`src/rtl/simd_pkg.sv`:
```
package simd_pkg;
  localparam int DATA_W   = 32;
  localparam int REG_W    = 5;
  localparam int NARROW_W = 8;
  localparam int WIDE_W   = 16;
  localparam int FLAG_W   = DATA_W / NARROW_W;

  // register bands
  localparam int NB_LO    = 2;
  localparam int NB_SPLIT = 8;
  localparam int NB_HI    = 15;
  localparam int WB_LO    = 16;
  localparam int WB_SPLIT = 24;
  localparam int WB_HI    = 29;

  typedef enum logic [1:0] {
    ARITH_WRAP = 2'd0,
    ARITH_SAT  = 2'd1,
    ARITH_HALF = 2'd2
  } arith_e;

  typedef struct packed {
    logic   wide;
    logic   sgn;
    arith_e kind;
    logic   bad;
  } dec_t;
endpackage

```
`src/rtl/simd_decode.sv`:
```
module simd_decode
  import simd_pkg::*;
(
  input  logic [REG_W-1:0] rd,
  input  logic [REG_W-1:0] rs1,
  input  logic [REG_W-1:0] rs2,
  input  logic             op_half,
  input  logic [1:0]       mode,
  output dec_t             dec
);
  function automatic logic band(input logic [REG_W-1:0] r, input int lo, input int hi);
    return (int'(r) >= lo) && (int'(r) <= hi);
  endfunction

  function automatic logic all3(input int lo, input int hi,
                                input logic [REG_W-1:0] a,
                                input logic [REG_W-1:0] b,
                                input logic [REG_W-1:0] c);
    return band(a, lo, hi) && band(b, lo, hi) && band(c, lo, hi);
  endfunction

  logic n_all, w_all, sgn_all, uns_all;

  always_comb begin
    n_all   = all3(NB_LO, NB_HI, rd, rs1, rs2);
    w_all   = all3(WB_LO, WB_HI, rd, rs1, rs2);
    sgn_all = all3(NB_LO, NB_SPLIT-1, rd, rs1, rs2) || all3(WB_LO, WB_SPLIT-1, rd, rs1, rs2);
    uns_all = all3(NB_SPLIT, NB_HI, rd, rs1, rs2)   || all3(WB_SPLIT, WB_HI, rd, rs1, rs2);

    dec.wide = w_all;
    dec.sgn  = 1'b0;
    dec.kind = ARITH_WRAP;
    dec.bad  = 1'b0;
    unique case ({op_half, mode})
      3'b000: begin
        dec.kind = ARITH_WRAP;
        dec.bad  = !(n_all || w_all);
      end
      3'b001: begin
        dec.kind = ARITH_SAT;
        dec.sgn  = sgn_all;
        dec.bad  = !(sgn_all || uns_all);
      end
      3'b100: begin
        dec.kind = ARITH_HALF;
        dec.sgn  = sgn_all;
        dec.bad  = !(sgn_all || uns_all);
      end
      default: dec.bad = 1'b1;
    endcase
  end
endmodule

```
`src/rtl/simd_lane.sv`:
```
module simd_lane
  import simd_pkg::*;
#(
  parameter int W = 8
) (
  input  logic [W-1:0] a,
  input  logic [W-1:0] b,
  input  logic         sub,
  input  logic         sgn,
  input  arith_e       kind,
  output logic [W-1:0] r,
  output logic         flag
);
  localparam int EW = W + 2;
  localparam logic [W-1:0] SMAX = {1'b0, {(W-1){1'b1}}};
  localparam logic [W-1:0] SMIN = {1'b1, {(W-1){1'b0}}};

  logic [EW-1:0] ea, eb, s;

  always_comb begin
    ea = {{2{sgn & a[W-1]}}, a};
    eb = {{2{sgn & b[W-1]}}, b};
    s  = sub ? (ea - eb) : (ea + eb);
    r    = s[W-1:0];
    flag = 1'b0;
    unique case (kind)
      ARITH_WRAP: flag = s[W];
      ARITH_SAT: begin
        if (sgn) begin
          if (s[W] != s[W-1]) begin
            flag = 1'b1;
            r    = s[W+1] ? SMIN : SMAX;
          end
        end else if (s[W+1]) begin
          flag = 1'b1;
          r    = '0;
        end else if (s[W]) begin
          flag = 1'b1;
          r    = '1;
        end
      end
      ARITH_HALF: r = s[W:1];
      default: r = '0;
    endcase
  end
endmodule

```
`src/rtl/simd_datapath.sv`:
```
module simd_datapath
  import simd_pkg::*;
(
  input  logic [DATA_W-1:0] a,
  input  logic [DATA_W-1:0] b,
  input  logic              sub,
  input  dec_t              dec,
  output logic [DATA_W-1:0] res,
  output logic [FLAG_W-1:0] flags
);
  localparam int NN = DATA_W / NARROW_W;
  localparam int NW = DATA_W / WIDE_W;

  logic [DATA_W-1:0] n_res, w_res;
  logic [NN-1:0]     n_flg;
  logic [NW-1:0]     w_flg;

  for (genvar i = 0; i < NN; i++) begin : g_narrow
    simd_lane #(.W(NARROW_W)) u_lane (
      .a(a[i*NARROW_W +: NARROW_W]), .b(b[i*NARROW_W +: NARROW_W]),
      .sub(sub), .sgn(dec.sgn), .kind(dec.kind),
      .r(n_res[i*NARROW_W +: NARROW_W]), .flag(n_flg[i]));
  end

  for (genvar i = 0; i < NW; i++) begin : g_wide
    simd_lane #(.W(WIDE_W)) u_lane (
      .a(a[i*WIDE_W +: WIDE_W]), .b(b[i*WIDE_W +: WIDE_W]),
      .sub(sub), .sgn(dec.sgn), .kind(dec.kind),
      .r(w_res[i*WIDE_W +: WIDE_W]), .flag(w_flg[i]));
  end

  always_comb begin
    if (dec.bad) begin
      res   = '0;
      flags = '0;
    end else if (dec.wide) begin
      res   = w_res;
      flags = {{(FLAG_W-NW){1'b0}}, w_flg};
    end else begin
      res   = n_res;
      flags = n_flg;
    end
  end
endmodule

```
`src/rtl/simd_addsub_unit.sv`:
```
module simd_addsub_unit
  import simd_pkg::*;
(
  input  logic              clk,
  input  logic              rst_n,
  input  logic              in_valid,
  output logic              in_ready,
  input  logic [REG_W-1:0]  rd,
  input  logic [REG_W-1:0]  rs1,
  input  logic [REG_W-1:0]  rs2,
  input  logic              op_sub,
  input  logic              op_half,
  input  logic [1:0]        mode,
  input  logic [DATA_W-1:0] opa,
  input  logic [DATA_W-1:0] opb,
  output logic              out_valid,
  input  logic              out_ready,
  output logic [DATA_W-1:0] result,
  output logic [FLAG_W-1:0] lane_flags,
  output logic              illegal
);
  dec_t              dec;
  logic [DATA_W-1:0] dp_res;
  logic [FLAG_W-1:0] dp_flg;
  logic              take;

  simd_decode u_dec (
    .rd(rd), .rs1(rs1), .rs2(rs2), .op_half(op_half), .mode(mode), .dec(dec));

  simd_datapath u_dp (
    .a(opa), .b(opb), .sub(op_sub), .dec(dec), .res(dp_res), .flags(dp_flg));

  assign in_ready = !out_valid || out_ready;
  assign take     = in_valid && in_ready;

  always_ff @(posedge clk or negedge rst_n) begin
    if (!rst_n) begin
      out_valid  <= 1'b0;
      result     <= '0;
      lane_flags <= '0;
      illegal    <= 1'b0;
    end else begin
      if (take) begin
        out_valid  <= 1'b1;
        result     <= dp_res;
        lane_flags <= dp_flg;
        illegal    <= dec.bad;
      end else if (out_ready) begin
        out_valid  <= 1'b0;
      end
    end
  end
endmodule

```
`config.mk`:
```
export PLATFORM = sky130hd
export DESIGN_NAME = simd_addsub_unit
export DESIGN_NICKNAME = d
export VERILOG_FILES = /design/src/rtl/simd_pkg.sv /design/src/rtl/simd_decode.sv /design/src/rtl/simd_lane.sv /design/src/rtl/simd_datapath.sv /design/src/rtl/simd_addsub_unit.sv
export SDC_FILE = /design/constraint.sdc
export NUM_CORES = 1
export LEC_CHECK = 0
export BUFFER_PORTS_ARGS = -buffer_cell sky130_fd_sc_hd__buf_4
export CORE_MARGIN = 4
export CORE_UTILIZATION = 45
export DETAILED_ROUTE_END_ITERATION = 12
export HOLD_SLACK_MARGIN = 0.02
export PLACE_DENSITY = 0.66
export SKIP_LAST_GASP = 1
export SLEW_MARGIN = 20
export SYNTH_ARGS = -nofsm -noshare
export SYNTH_HDL_FRONTEND = slang
export SYNTH_SLANG_ARGS = --single-unit
```
`constraint.sdc`:
```
create_clock -name clk -period 5.4 [get_ports clk]
set_input_delay 0.54 -clock clk [delete_from_list [all_inputs] [get_ports clk]]
set_output_delay 0.54 -clock clk [all_outputs]
set_load 0.005 [all_outputs]
```
Yosys cells after proc, flatten, opt, wreduce, memory -nomap -nowiden
Cells that the tools add are included.

storage, ports and cells
  RAM bits = 0
  memories kept = 0
  input bits = 87
  output and inout bits = 39
  bits in latches = 0
  flip-flop bits (word level) = 38
  logic and storage cells = 182
  memory bits (read-only) = 0

operators by class
  muxes and demuxes = 81
  add/sub/neg operators = 12
  bitwise logic cells = 8
  divide/modulo/power cells = 0
  reduce and logical (&&, ||, !) cells = 43
  equal/unequal tests = 10
  shift-type cells = 0
  multiply operators = 0
  order comparisons = 24

operator list
  operator                                                            count
  2-to-1 mux 16 bit                                                   10
  2-to-1 mux 8 bit                                                    20
  one-hot mux 16 bit (3 select lines)                                 2
  one-hot mux 8 bit (3 select lines)                                  4
  2-to-1 mux 32 bit                                                   2
  adder 9 x 9 -> 10 bit                                               4
  2-to-1 mux 10 bit                                                   4
  subtractor 9 x 9 -> 10 bit                                          4
  adder 17 x 17 -> 18 bit                                             2
  2-to-1 mux 18 bit                                                   2
  subtractor 17 x 17 -> 18 bit                                        2
  logical AND 1 bit                                                   31
  greater-or-equal comparator 5 bit (second input constant)           6
  <= comparator 5 bit (second input constant)                         6
  2-to-1 mux 1 bit                                                    27
  greater-or-equal comparator 5 x 2 -> 1 bit (second input constant)  3
  greater-or-equal comparator 5 x 4 -> 1 bit (second input constant)  3
  <= comparator 5 x 3 -> 1 bit (second input constant)                3
  <= comparator 5 x 4 -> 1 bit (second input constant)                3
  one-hot mux 1 bit (2 select lines)                                  7
  bitwise AND 1 bit                                                   8
  2-to-1 mux 4 bit                                                    2
  inequality test 1 bit                                               6
  logical OR 1 bit                                                    5
  other kinds (10)                                                    12

Logic depth before layout (Yosys ltp)
Gate-level depths: netlist of run 1.

  depth in word-level cells = 15
  mapped depth = 23
  gate-level depth less buffers = 21

By module
Synthesis of run 1 repeated with hierarchy kept, for this count alone.

second synthesis, totals
  cell total of the unflattened synthesis = 1374
  area total of the unflattened synthesis = 10626.4 um2

by module, submodules not included
  module                                    times used  seq. area each (um2)  area an instance (um2)  cells an instance
  simd_lane at u_dp.g_narrow[0].u_lane ...  3           0.0                   1058.5                  149
  simd_lane at u_dp.g_wide[0].u_lane        1           0.0                   2028.2                  282
  simd_lane at u_dp.g_wide[1].u_lane        1           0.0                   1885.6                  274
  simd_addsub_unit                          1           950.9                 1572.8                  81
  simd_lane at u_dp.g_narrow[2].u_lane      1           0.0                   1204.9                  185
  simd_datapath                             1           0.0                   571.8                   78
  simd_decode                               1           0.0                   187.7                   27

Worst setup path before layout of run 1
Ideal clock, no wire load.

  kind = input-to-reg
  from = in rd[4]
  to = reg result[10]
  buffers on the path = 6
  slack = 322 ps
  stages on the path = 21
  arrival time = 4984 ps
  library setup time = 94 ps
  data required time = 5306 ps
  path through = or3_4 -> o31a_1 -> nor3_4 -> clkbuf_1 -> clkbuf_1 -> nand2_1 -> mux2i_1 -> a21boi_0 -> ha_1 -> or3_1 -> clkbuf_1 -> nand2_1 -> clkbuf_1 -> ha_1 -> clkbuf_1 -> inv_1 -> clkbuf_1 -> a21oi_1 -> o21ai_1 -> nand4_1 -> a211oi_1

on the way
  cells in the longest elaborated chain, start to end = 15
  elaborated cells on any way between the ends = 58
  those cells by class = 4 x add/sub; 8 x order compare; 2 x eq/ne; 18 x mux; 2 x bitwise; 24 x reduce/logical

ends and longest elaborated chain
  element                                                                                    line                              source
  from (decl)                                                                                simd_addsub_unit.sv:8             input logic [REG_W-1:0] rd,
  greater-or-equal comparator 5 x 2 -> 1 bit (tied with other cells)                         simd_decode.sv:12                 return (int'(r) >= lo) && (int'(r) <= hi);
  logical AND 1 bit                                                                          simd_decode.sv:12
  logical AND 1 bit (2 in series)                                                            simd_decode.sv:19                 return band(a, lo, hi) && band(b, lo, hi) && band(c, lo, hi);
  logical OR 1 bit                                                                           simd_decode.sv:27                 sgn_all = all3(NB_LO, NB_SPLIT-1, rd, rs1, rs2) || all3(WB_LO, WB_SPLIT-1, rd, rs1, rs2);
  2-to-1 mux 1 bit                                                                           simd_decode.sv:34                 unique case ({op_half, mode})
  bitwise AND 1 bit (on tied branches)                                                       simd_lane.sv:21, simd_lane.sv:22
  adder 17 x 17 -> 18 bit (tied with other cells)                                            simd_lane.sv:23                   s = sub ? (ea - eb) : (ea + eb);
  2-to-1 mux 18 bit or 2-to-1 mux 10 bit (tied branches)                                     simd_lane.sv:23
  2-to-1 mux 16 bit (tied with other cells)                                                  simd_lane.sv:37                   end else if (s[W]) begin
  2-to-1 mux 16 bit (tied with other cells)                                                  simd_lane.sv:34                   end else if (s[W+1]) begin
  2-to-1 mux 16 bit or 2-to-1 mux 8 bit (tied branches)                                      simd_lane.sv:29                   if (sgn) begin
  one-hot mux 16 bit (3 select lines) or one-hot mux 8 bit (3 select lines) (tied branches)  simd_lane.sv:26                   unique case (kind)
  2-to-1 mux 32 bit                                                                          simd_datapath.sv:36               end else if (dec.wide) begin
  2-to-1 mux 32 bit *                                                                        simd_datapath.sv:33               if (dec.bad) begin
  to (signal assigned)                                                                       simd_addsub_unit.sv:45            result <= dp_res;
  to (decl)                                                                                  simd_addsub_unit.sv:18            output logic [DATA_W-1:0] result,

Mark *: on every way between the ends. The rest lies on a longest branch, timed or not.
A chain may end at the register's enable or synchronous reset.

Worst setup path after layout of run 1
  from = in opb[21]
  to = reg result[18]

on the way
  cells in the longest elaborated chain, start to end = 8
  elaborated cells on any way between the ends = 22
  those cells by class = 4 x add/sub; 2 x eq/ne; 16 x mux

ends and longest elaborated chain
  element                                                                                    line                    source
  from (decl)                                                                                simd_addsub_unit.sv:15  input logic [DATA_W-1:0] opb,
  adder 17 x 17 -> 18 bit (tied with other cells)                                            simd_lane.sv:23
  2-to-1 mux 18 bit or 2-to-1 mux 10 bit (tied branches)                                     simd_lane.sv:23
  2-to-1 mux 16 bit (tied with other cells)                                                  simd_lane.sv:37
  2-to-1 mux 16 bit (tied with other cells)                                                  simd_lane.sv:34
  2-to-1 mux 16 bit or 2-to-1 mux 8 bit (tied branches)                                      simd_lane.sv:29
  one-hot mux 16 bit (3 select lines) or one-hot mux 8 bit (3 select lines) (tied branches)  simd_lane.sv:26
  2-to-1 mux 32 bit *                                                                        simd_datapath.sv:36
  2-to-1 mux 32 bit *                                                                        simd_datapath.sv:33

Marks and branches as above.

==> results of run 1 <==
-- cell families after synthesis --
logic type | count (synthesis) | synth area share [%]
xor gates and xnor gates | 91 | 10.5
AOI/OAI and AO/OA | 453 | 39.1
adders and majority gates | 68 | 11.4
muxes | 11 | 1.52
and+or+nand+nor | 312 | 19.8
buffers and inverters | 109 | 5.36
DFF | 38 | 12.3
-- state kept, by name, summed over array words and instances (netlist names) --
signal	count
result	32
lane_flags	4
illegal	1
out_valid	1
-- worst max-delay path by stage --
stage / endpoint / slack [ps] / cells past startpoint
4_1_cts: result[18]$_DFFE_PN0P_ / 650 / 18
5_1_grt: result[18]$_DFFE_PN0P_ / 180 / 18
3_3_place_gp: result[18]$_DFFE_PN0P_ / 480 / 17
3_5_place_dp: result[18]$_DFFE_PN0P_ / 360 / 18
2_1_floorplan: result[10]$_DFFE_PN0P_ / 320 / 21
6_report: result[18]$_DFFE_PN0P_ / 570 / 17
-- per-layer routing --
metal | part of all wire [%] | global-route usage [%] | vias up
li1 | - | - | 4300
met1 | 46 | 37.0 | 4108
met2 | 45 | 40.6 | 355
met3 | 7.5 | 4.28 | 40
met4 | 1.4 | 5.77 | 0
met5 | 0 | 0 | -
-- layout by cell type (no fill, tap or decap), types with 13 or more instances in the layout --
| cell type | n |
|---|---|
| sky130_fd_sc_hd__a31oi_1 | 30 |
| sky130_fd_sc_hd__nor3_1 | 26 |
| sky130_fd_sc_hd__o211ai_1 | 30 |
| sky130_fd_sc_hd__a21oi_1 | 122 |
| sky130_fd_sc_hd__ha_1 | 64 |
| sky130_fd_sc_hd__nand2b_1 | 16 |
| sky130_fd_sc_hd__nor2_1 | 97 |
| sky130_fd_sc_hd__buf_4 | 153 |
| sky130_fd_sc_hd__xnor2_1 | 63 |
| sky130_fd_sc_hd__o31ai_1 | 16 |
| sky130_fd_sc_hd__nand2_1 | 76 |
| sky130_fd_sc_hd__o21a_1 | 20 |
| sky130_fd_sc_hd__inv_1 | 46 |
| sky130_fd_sc_hd__a221oi_1 | 16 |
| sky130_fd_sc_hd__xor2_1 | 26 |
| sky130_fd_sc_hd__o21ai_0 | 63 |
| sky130_fd_sc_hd__a22oi_1 | 17 |
| sky130_fd_sc_hd__a21o_1 | 19 |
| sky130_fd_sc_hd__o22ai_1 | 20 |
| sky130_fd_sc_hd__nand3_1 | 19 |
| sky130_fd_sc_hd__nor2b_1 | 13 |
| sky130_fd_sc_hd__dfrtp_1 | 38 |
-- final cells by class --
| type | count | area [µm²] | share of cell area [%] |
|---|---|---|---|
| antenna | 1 | 2.50 | 0.0275 |
| clock buffer | 5 | 125 | 1.38 |
| clock inverter | 3 | 45.0 | 0.496 |
| inverter | 46 | 173 | 1.90 |
| multi-input combinational | 935 | 6370 | 70.1 |
| sequential | 38 | 951 | 10.5 |
| tap | 220 | 275 | 3.03 |
| timing repair buffer | 153 | 1150 | 12.6 |
-- worst reg2reg max path, delay by kind of cell (launching register included) --
kind / cells / cell delay, ps
compound gates: 5 / 1710
flops: 1 / 380
simple gates: 3 / 630
-- per-stage QoR --
stage / hold slack [ps] / std cells / cell area [µm²] / total power, µW
finish: 232 / 1401 / 9090 / 2040
global route: 277 / 1400 / 9090 / 2200
CTS: 257 / 1400 / 9090 / 2030
detailed placement: 487 / 1392 / 8920 / 1670
global placement: 483 / 1392 / 8920 / 1660
floorplan: 244 / 1082 / 7730 / 1260
-- power by group --
group	internal [µW]	total, µW	switching (µW)
Clock	218	350	132
Sequential	319	350	30.2
Combinational	550	1340	789
Total	1090	2040	952
==> run summary, run 1 <==
RD Place Congestion: 0.899
Total number of H-tree levels: 2
Total of endpoints with negative setup slack in the final report: 0
Arrival time at the worst endpoint: 4940 ps
Initial core utilization: 46.3%
Fin nets: 1334
Maximum buffer depth of the clock tree: 2
Unrepaired setup endpoints after global routing: no
Crit path from: opb[21]
Setup slack, reg-to-reg: 2600 ps
Count of endpoints failing hold in the final timing report: 0
Distinct cell type count after synthesis: 80
Fraction of synthesized cell area taken by the top area cell type: 12.3%
Total via count after detailed routing: 8803
Y dimension of the die: 139 µm
Starting DRT DRC Count: 740
Worst setup slack after layout: 571 ps
Slew headroom: 44.6%
Number of enable-type register cells in the synthesized netlist: 0
Worst-margin pin slew: 818 ps
Cell with the most instances after synthesis: sky130_fd_sc_hd__a21oi_1
Seq cells post-synth: 38
Dpl hpwl: 19500 µm
YS warnings: 0
Horizontal die dimension: 139 µm
Pin count of the biggest net entering global routing: 52
Final critical delay including setup and external delays: 4830 ps
Crit path max fanout: 10
1st-pass router iterations: 6
Port-buffer cells: 122
Total GRT Usage: 25.7%
Max-slew violations: 0
Leakage Power: 0.00396 µW
Netlist area before placement: 7730 µm²
Drc violations: 0
Data required time at the worst endpoint: 5510 ps
Gates resized, CTS repair: 0
Vias per cell: 6.28
Via count of the first global-routing pass: 8352
Area of the die: 19300 µm²
Number of clock sinks seen by CTS: 38
Maximum cell stage delay along the critical path: 690 ps
Sort of element at the start of the critical path: input port
Master cell of the clock root buffer: sky130_fd_sc_hd__clkbuf_16
CP cell instances: buf_4 > nor4_1 > and3_1 > a21oi_1 > xnor2_1 > ha_1 > and3_1 > and2_1 > a21o_1 > a21o_1 > a21oi_1 > xor2_1 > ha_1 > buf_4 > nor2_1 > o31ai_1 > o211ai_1
Number of I/O pins: 126
Most common library cells after synthesis: sky130_fd_sc_hd__a21oi_1, sky130_fd_sc_hd__nor2_1, sky130_fd_sc_hd__nand2_1
Post-route setup TNS: 0 ps
Number of buffers added for setup after CTS: 0
Critical Path Slowest Stage Cell: sky130_fd_sc_hd__o31ai_1
Depth of the most critical reg-to-reg path: 8
Total Wirelength: 25800 µm
Final worst path period share: 89.4%
Clock Pin Slew Worst Setup and Hold Paths: 60 ps
Initial antenna violation count: 0
Filler Cells Inserted: 1721
Maximum vdd ir drop: 0.163 mV
End of the worst register-to-register path: result[18]$_DFFE_PN0P_
Global-route wire length before repair: 42200 µm
Leading cell types by total area after synthesis: sky130_fd_sc_hd__dfrtp_1, sky130_fd_sc_hd__ha_1, sky130_fd_sc_hd__a21oi_1
Classification of the worst setup path: in2reg
Delay-heaviest family, CP: compound AO/OA/AOI/OAI gates
Post-Route Utilization: 54.4%
Sequential element share of the synthesized area: 12.3%
Post-synthesis cell type with the largest combined area: sky130_fd_sc_hd__dfrtp_1
Achievable Freq: 207 MHz
Post-synthesis average cell area: 7.15 µm²
Number of standard-cell rows in the floorplan: 47
Ratio of total power to cell area: 224 nW/µm²
Ratio of cells with drive above 1 in the final layout: 16.0%
Area of the core: 16700 µm²
Dominant register cell in the synthesized netlist: sky130_fd_sc_hd__dfrtp_1
Min-Delay Path Class: in2async
Worst Setup End Kind: register
Final antenna-violating net count: 0
Clk_skew: 4.28 ps
Syn nets: 1237
Share of async-settable or async-resettable flops after synthesis: 100%
Number of buffer and inverter stages on the critical path: 2
GRT Residual Overflow: 0
Maxcap violations: 0
Worst setup slack before clock tree synthesis: 363 ps
Number of hold buffers added after cts: 0
Outcome: finished clean
TritonCTS clock tree: built
Crit Reg-Reg Startpoint: out_valid$_DFFE_PN0P_
Area growth from synthesis to layout: 17.6%
Clock latency reported for the late side of the worst-skew pair: 290 ps
Post-detailed-route wirelength per cell: 18.4 µm
Gate count of the mapped netlist: 1082
Number of buffers created by CTS: 5
No activity file was read; power rests on OpenSTA's default activity.
==> run 2: changes to the inputs <==
--- a/config.mk
+++ b/config.mk
@@ -11,6 +11,7 @@
 export DETAILED_ROUTE_END_ITERATION = 12
 export HOLD_SLACK_MARGIN = 0.02
 export PLACE_DENSITY = 0.66
+export RECOVER_POWER = 50
 export SKIP_LAST_GASP = 1
 export SLEW_MARGIN = 20
 export SYNTH_ARGS = -nofsm -noshare
==> run 2 against run 1 <==
Compared with the run above:
- the flow now finishes with violations (capacitance limit, slew limit)
- core utilization decreased by 0.060 points
- first-iteration DRC count is 2.8% higher
- sequential cell count is the same
- setup slack got worse by 24 ps
- power shrank 0.11%
- critical endpoint unchanged
- clock power barely moved
- sequential share of layout area barely moved
- maximum frequency fell by 0.49%
- register-to-register slack better by 50 ps
- final cell count about the same
==> run summary, run 2 (synthesis results as in run 1) <==
Number of I/O pins: 126 (unchanged)
Number of flip-flops under the largest register name: 32 (unchanged)
Y dimension of the die: 139 µm (unchanged)
Crit path max fanout: 10 (unchanged)
Port-buffer cells: 122 (unchanged)
Final worst path period share: 89.9% (+0.44 points)
Dpl hpwl: 19500 µm (unchanged)
CP cell instances: buf_4 > nor4_1 > and3_1 > a21oi_1 > xnor2_1 > ha_1 > and3_1 > and2_1 > a21o_1 > a21o_1 > a21oi_1 > xor2_1 > ha_1 > buf_4 > nor2_1 > o31ai_1 > o211ai_1
Via count of the first global-routing pass: 8352 (unchanged)
Count of antenna diodes in the layout: 0 (-1)
Total via count after detailed routing: 8791 (-0.14%)
Min-Delay Path Class: in2reg
Number of standard-cell rows in the floorplan: 47 (unchanged)
Part of the total power dissipated in the clock network: 17.2% (about the same)
Leading cell types in the layout, fill and taps excluded: sky130_fd_sc_hd__buf_4, sky130_fd_sc_hd__a21oi_1, sky130_fd_sc_hd__nor2_1, sky130_fd_sc_hd__nand2_1, sky130_fd_sc_hd__ha_1
Maximum buffer depth of the clock tree: 2 (unchanged)
Outcome: finished with violations
Int Pwr: 1090 µW (-0.23%)
Area growth from synthesis to layout: 17.4%
Total net switching power: 952 µW (about the same)
Ratio of cells with drive above 1 in the final layout: 15.8% (-0.17 points)
Number of buffers added for setup after CTS: 0 (unchanged)
Number of buffer and inverter stages on the critical path: 2 (unchanged)
Switching fraction of total power: 46.7% (+0.065 points)
Total number of H-tree levels: 2 (unchanged)
Max-slew violations: 39 (+39)
Clock latency reported for the late side of the worst-skew pair: 290 ps (about the same)
Clk_skew: 4.13 ps (-0.150 ps)
Drc violations: 0 (unchanged)
Initial antenna violation count: 0 (unchanged)
Number of hold buffers added after cts: 0 (unchanged)
Global-route wire length before repair: 42200 µm (unchanged)
Gates resized, CTS repair: 0 (unchanged)
Fin nets: 1334 (unchanged)
Registers with the most flip-flops: result: 32 flops, lane_flags: 4 flops
Worst Setup End Kind: register
Delay-heaviest family, CP: compound AO/OA/AOI/OAI gates
Area of the die: 19300 µm² (unchanged)
Sort of element at the start of the critical path: input port
RD Place Congestion: 0.899 (unchanged)
Maxcap violations: 1 (+1)
Final antenna-violating net count: 0 (unchanged)
Number of clock sinks seen by CTS: 38 (unchanged)
Arrival time at the worst endpoint: 4960 ps (+20 ps)
Post-detailed-route wirelength per cell: 18.5 µm (about the same)
Leakage Power: 0.00394 µW (-0.39%)
Total of endpoints with negative setup slack in the final report: 0 (unchanged)
Achievable Freq: 206 MHz (-0.49%)
Master cell of the clock root buffer: sky130_fd_sc_hd__clkbuf_16
Area of the core: 16700 µm² (unchanged)
Most common cell after layout, fill and taps aside: sky130_fd_sc_hd__buf_4
Post-route setup TNS: 0 ps (unchanged)
Maximum vdd ir drop: 0.163 mV (+0.15%)
Initial core utilization: 46.3% (unchanged)
Overall power consumption: 2040 µW (-0.11%)
Horizontal die dimension: 139 µm (unchanged)
Critical Path Slowest Stage Cell: sky130_fd_sc_hd__o31ai_1
GRT Residual Overflow: 0 (unchanged)
Total GRT Usage: 25.7% (unchanged)
Vias per cell: 6.28 (about the same)
Clock Pin Slew Worst Setup and Hold Paths: 60 ps (about the same)
Worst setup slack after layout: 547 ps (-23.7 ps)
Classification of the worst setup path: in2reg
Register with the highest flop count: result
TritonCTS clock tree: built
Combinational power share: 65.6% (about the same)
Data required time at the worst endpoint: 5510 ps (about the same)
Starting DRT DRC Count: 761 (+2.8%)
Final critical delay including setup and external delays: 4850 ps (+23.7 ps)
Pin count of the biggest net entering global routing: 52 (unchanged)
Filler-free cell count of the finished design: 1400 (-0.071%)
Slew headroom: -51.4% (-96 points)
Number of buffers created by CTS: 5 (unchanged)
Worst setup slack before clock tree synthesis: 363 ps (unchanged)
Unrepaired setup endpoints after global routing: no
1st-pass router iterations: 5 (-1)
Worst-margin pin slew: 2270 ps (+1450 ps)
Total Wirelength: 25800 µm (about the same)
Violations in the final reports: capacitance limit, slew limit
Count of endpoints failing hold in the final timing report: 0 (unchanged)
Register share of total power: 17.1% (about the same)
Maximum cell stage delay along the critical path: 700 ps (about the same)
Ratio of total power to cell area: 224 nW/µm² (about the same)
Cell Count Post-Placement: 1392 (unchanged)
## run 2: path summary, 6_finish.rpt
path	slack [ps]	cells past startpoint	startpoint	to
max in group asynchronous	3180	1	rst_n	result[24]$_DFFE_PN0P_
setup / recovery	550	17	opb[21]	result[18]$_DFFE_PN0P_
hold reg to reg	500	2	illegal$_DFFE_PN0P_	illegal$_DFFE_PN0P_
hold / removal	470	2	in_valid	out_valid$_DFFE_PN0P_
min in group asynchronous	930	1	rst_n	result[4]$_DFFE_PN0P_
setup reg to reg	2650	8	out_valid$_DFFE_PN0P_	result[18]$_DFFE_PN0P_
## run 2: layout make-up
class / count / area [µm²]
Fill cell: 1723 / 7620
Tap cell: 220 / 275
Inverter: 46 / 173
Clock buffer: 5 / 125
Sequential cell: 38 / 951
Clock inverter: 3 / 45.0
Timing Repair Buffer: 153 / 1140
Multi-Input combinational cell: 935 / 6370
## run 2: metrics by stage
stage | hold slack (ps) | cell area, µm² | utilization (%)
floorplan | 244 | 7730 | -
global placement | 483 | 8920 | 53.4
detailed placement | 487 | 8920 | 53.4
CTS | 257 | 9090 | 54.4
global route | 481 | 9080 | 54.4
finish | 470 | 9080 | 54.4
## run 2: power by group through the flow
stage,registers (µW),clock network (µW),logic [µW]
floorplan,347,0,914
global placement,355,0,1300
detailed placement,354,0,1310
CTS,349,352,1320
global route,353,364,1480
finish,349,351,1340
## run 2: routing by layer
metal / routed length [µm] / global-route usage (%) / up-vias
li1: - / - / 4300
met3: 2030 / 4.28 / 39
met4: 367 / 5.77 / 0
met2: 11500 / 40.6 / 378
met5: 0 / 0 / -
met1: 12000 / 37.0 / 4074
==> run 3: changes to the inputs <==
==> constraint.sdc (replaced) <==
create_clock -name clk -period 4.5 [get_ports clk]
set_input_delay 0.45 -clock clk [delete_from_list [all_inputs] [get_ports clk]]
set_output_delay 0.45 -clock clk [all_outputs]
set_load 0.005 [all_outputs]
==> run 3 against run 2 <==
Compared with the run above:
- combinational power increased by 26%
- the run still ends with capacitance limit, slew limit left
- critical endpoint is now result[13]$_DFFE_PN0P_
- wire length rose by 0.74%
- largest cell class unchanged
- critical path type unchanged
- sequential power increased by 20%
==> run summary, run 3 (synthesis results as in run 1) <==
Total via count after detailed routing: 8936 (+1.6%)
Non-Filler Cell Area, Final: 9360 µm² (+3.1%)
Count of endpoints failing hold in the final timing report: 0 (unchanged)
Total number of H-tree levels: 2 (unchanged)
Violations in the final reports: capacitance limit, slew limit
GRT Residual Overflow: 0 (unchanged)
Worst Hold End: out_valid$_DFFE_PN0P_
Setup slack, reg-to-reg: 1570 ps (-1080 ps)
Global-route wire length before repair: 42700 µm (+1.2%)
Highest routed metal layer: met4
TritonCTS clock tree: built
Data required time at the worst endpoint: 4660 ps (-850 ps)
Post-Route Utilization: 56.0% (+1.7 points)
Depth of the most critical reg-to-reg path: 9 (+1)
Number of buffers created by CTS: 5 (unchanged)
Maxcap violations: 1 (unchanged)
Master cell of the clock root buffer: sky130_fd_sc_hd__clkbuf_16
Clock Pin Slew Worst Setup and Hold Paths: 70 ps (about the same)
Register with the highest flop count: result
Int Pwr: 1320 µW (+21%)
Via count of the first global-routing pass: 8277 (-0.90%)
Total length of routed met3 wires: 2180 µm (+7.4%)
Port-buffer cells: 122 (unchanged)
Total GRT Usage: 26.0% (+0.26 points)
Pin count of the biggest net entering global routing: 52 (unchanged)
End of the worst register-to-register path: result[19]$_DFFE_PN0P_
Placed inst area: 9200 µm² (+3.2%)
Area of the core: 16700 µm² (unchanged)
Vias per cell: 6.22 (-0.90%)
Combinational power share: 68.1% (+2.5 points)
Number of buffers added for setup after CTS: 0 (unchanged)
Maximum vdd ir drop: 0.144 mV (-12%)
Crit path max fanout: 6 (-4)
Maximum buffer depth of the clock tree: 2 (unchanged)
Initial antenna violation count: 0 (unchanged)
Worst setup slack before clock tree synthesis: -29.0 ps (-392 ps)
Total net switching power: 1160 µW (+22%)
Crit path from: opb[5]
Count of antenna diodes in the layout: 0 (unchanged)
Classification of the worst setup path: in2reg
Horizontal die dimension: 139 µm (unchanged)
Ratio of cells with drive above 1 in the final layout: 18.7% (+2.8 points)
Clock latency reported for the late side of the worst-skew pair: 290 ps (about the same)
Leading cell types in the layout, fill and taps excluded: sky130_fd_sc_hd__buf_4, sky130_fd_sc_hd__a21oi_1, sky130_fd_sc_hd__nor2_1, sky130_fd_sc_hd__nand2_1, sky130_fd_sc_hd__ha_1
Met1 wire length: 12000 µm (+0.30%)
Unrepaired setup endpoints after global routing: no
Min-Delay Path Class: in2reg
Post-detailed-route wirelength per cell: 18.1 µm (-1.8%)
Final critical delay including setup and external delays: 4210 ps
Total length of routed met2 wires: 11600 µm (+1.2%)
Number of I/O pins: 126 (unchanged)
Most common cell after layout, fill and taps aside: sky130_fd_sc_hd__buf_4
Number of standard-cell rows in the floorplan: 47 (unchanged)
Area of the die: 19300 µm² (unchanged)
Y dimension of the die: 139 µm (unchanged)
Worst Setup End Kind: register
Register share of total power: 16.9% (-0.2 points)
Arrival time at the worst endpoint: 4370 ps (-590 ps)
RD Place Congestion: 0.912 (+1.5%)
Number of flip-flops under the largest register name: 32 (unchanged)
Slew headroom: -51.3% (+0.11 points)
Number of hold buffers added after cts: 0 (unchanged)
Worst setup slack after layout: 295 ps (-253 ps)
Starting DRT DRC Count: 774 (+1.7%)
Area growth from synthesis to layout: 21.1%
Max-slew violations: 39 (unchanged)
Worst-margin pin slew: 2270 ps (-1.69 ps)
Registers with the most flip-flops: result: 32 flops, lane_flags: 4 flops
Launch instance of the worst min-delay path: in_valid
Fin nets: 1370 (+2.7%)
Outcome: finished with violations
Leakage Power: 0.00412 µW (+4.5%)
Drc violations: 0 (unchanged)
Count of cells along the worst hold path: 2 (unchanged)
Crit Reg-Reg Startpoint: out_valid$_DFFE_PN0P_
Clk_skew: 7.49 ps (+3.36 ps)
Sort of element at the start of the critical path: input port
Ratio of total power to cell area: 265 nW/µm² (+18%)
Final antenna-violating net count: 0 (unchanged)
Number of clock sinks seen by CTS: 38 (unchanged)
Achievable Freq: 238 MHz
Initial core utilization: 46.3% (unchanged)
1st-pass router iterations: 5 (unchanged)
Part of the total power dissipated in the clock network: 15.1% (-2.1 points)
Total Wirelength: 26000 µm (+0.74%)
Filler Cells Inserted: 1691 (-1.9%)
Total of endpoints with negative setup slack in the final report: 0 (unchanged)
Dpl hpwl: 20000 µm (+2.2%)
Switching fraction of total power: 46.8% (+0.088 points)
Post-route setup TNS: 0 ps (unchanged)
Final worst path period share: 93.5%
-- run 3: changes by cell type in the layout (fill, tap and decap cells not counted), sizes merged --
cell / previous run / this run
bufinv: 1 / 0
clkbuf: 24 / 25
clkinv: 0 / 1
buf: 134 / 170
clkinvlp: 2 / 1
-- run 3: routing by layer --
layer,vias to the layer above,track usage [%]
met4,0,3.24
li1,4378,-
met1,4168,38.0
met5,-,0
met3,24,4.76
met2,366,41.2
-- run 3: final cells by class --
type / count / area [µm²] / share of cell area, %
timing repair buffer: 189 / 1430 / 15.3
multi-input combinational: 935 / 6380 / 68.2
clock buffer: 6 / 139 / 1.48
clock inverter: 2 / 12.5 / 0.134
sequential: 38 / 951 / 10.2
inverter: 46 / 173 / 1.84
tap: 220 / 275 / 2.94
-- run 3: power groups by stage --
stage                     logic, µW  registers, µW  clock network [µW]
after detailed placement       1660            424                   0
after CTS                      1670            417                 374
final                          1690            418                 373
after floorplan                1110            417                   0
after global routing           1860            422                 390
after global placement         1640            424                   0
-- run 3: through the flow --
stage | std cells | total power [µW] | hold slack [ps]
after floorplan | 1082 | 1520 | 154
after global placement | 1428 | 2070 | 464
after detailed placement | 1428 | 2080 | 469
after CTS | 1436 | 2460 | 160
after global routing | 1436 | 2680 | 406
final | 1436 | 2480 | 387
-- run 3: worst max-delay path, cell delays in order --
cell and delay (ps):
sky130_fd_sc_hd__buf_4 120, sky130_fd_sc_hd__nor4_2 330, sky130_fd_sc_hd__nand2_1 90, sky130_fd_sc_hd__nor2_1 140, sky130_fd_sc_hd__a21oi_1 120, sky130_fd_sc_hd__nor2_1 130
sky130_fd_sc_hd__xor2_1 160, sky130_fd_sc_hd__ha_1 310, sky130_fd_sc_hd__and3_1 240, sky130_fd_sc_hd__and3_1 180, sky130_fd_sc_hd__a21oi_1 220, sky130_fd_sc_hd__o21bai_1 90
sky130_fd_sc_hd__a21oi_1 180, sky130_fd_sc_hd__xnor2_1 230, sky130_fd_sc_hd__inv_1 90, sky130_fd_sc_hd__ha_1 370, sky130_fd_sc_hd__inv_1 100, sky130_fd_sc_hd__nand2_1 80
sky130_fd_sc_hd__o221a_1 280, sky130_fd_sc_hd__a221oi_1 350, sky130_fd_sc_hd__nor4_1 110
-- run 3: timing repair --
| action | CTS | global route |
|---|---|---|
| hold endpoints to repair | 0 | 0 |
| gates resized for setup | 0 | 2 |
| endpoints found under the setup margin | 0 | 6 |
-- run 3: worst max-delay path by stage --
stage,to,cells after the start,slack [ps]
floorplan,result[13]$_DFFE_PN0P_,20,5
finish,result[13]$_DFFE_PN0P_,21,290
CTS,result[17]$_DFFE_PN0P_,20,240
detailed placement,result[17]$_DFFE_PN0P_,20,-30
global route,result[17]$_DFFE_PN0P_,21,40
global placement,result[17]$_DFFE_PN0P_,20,30
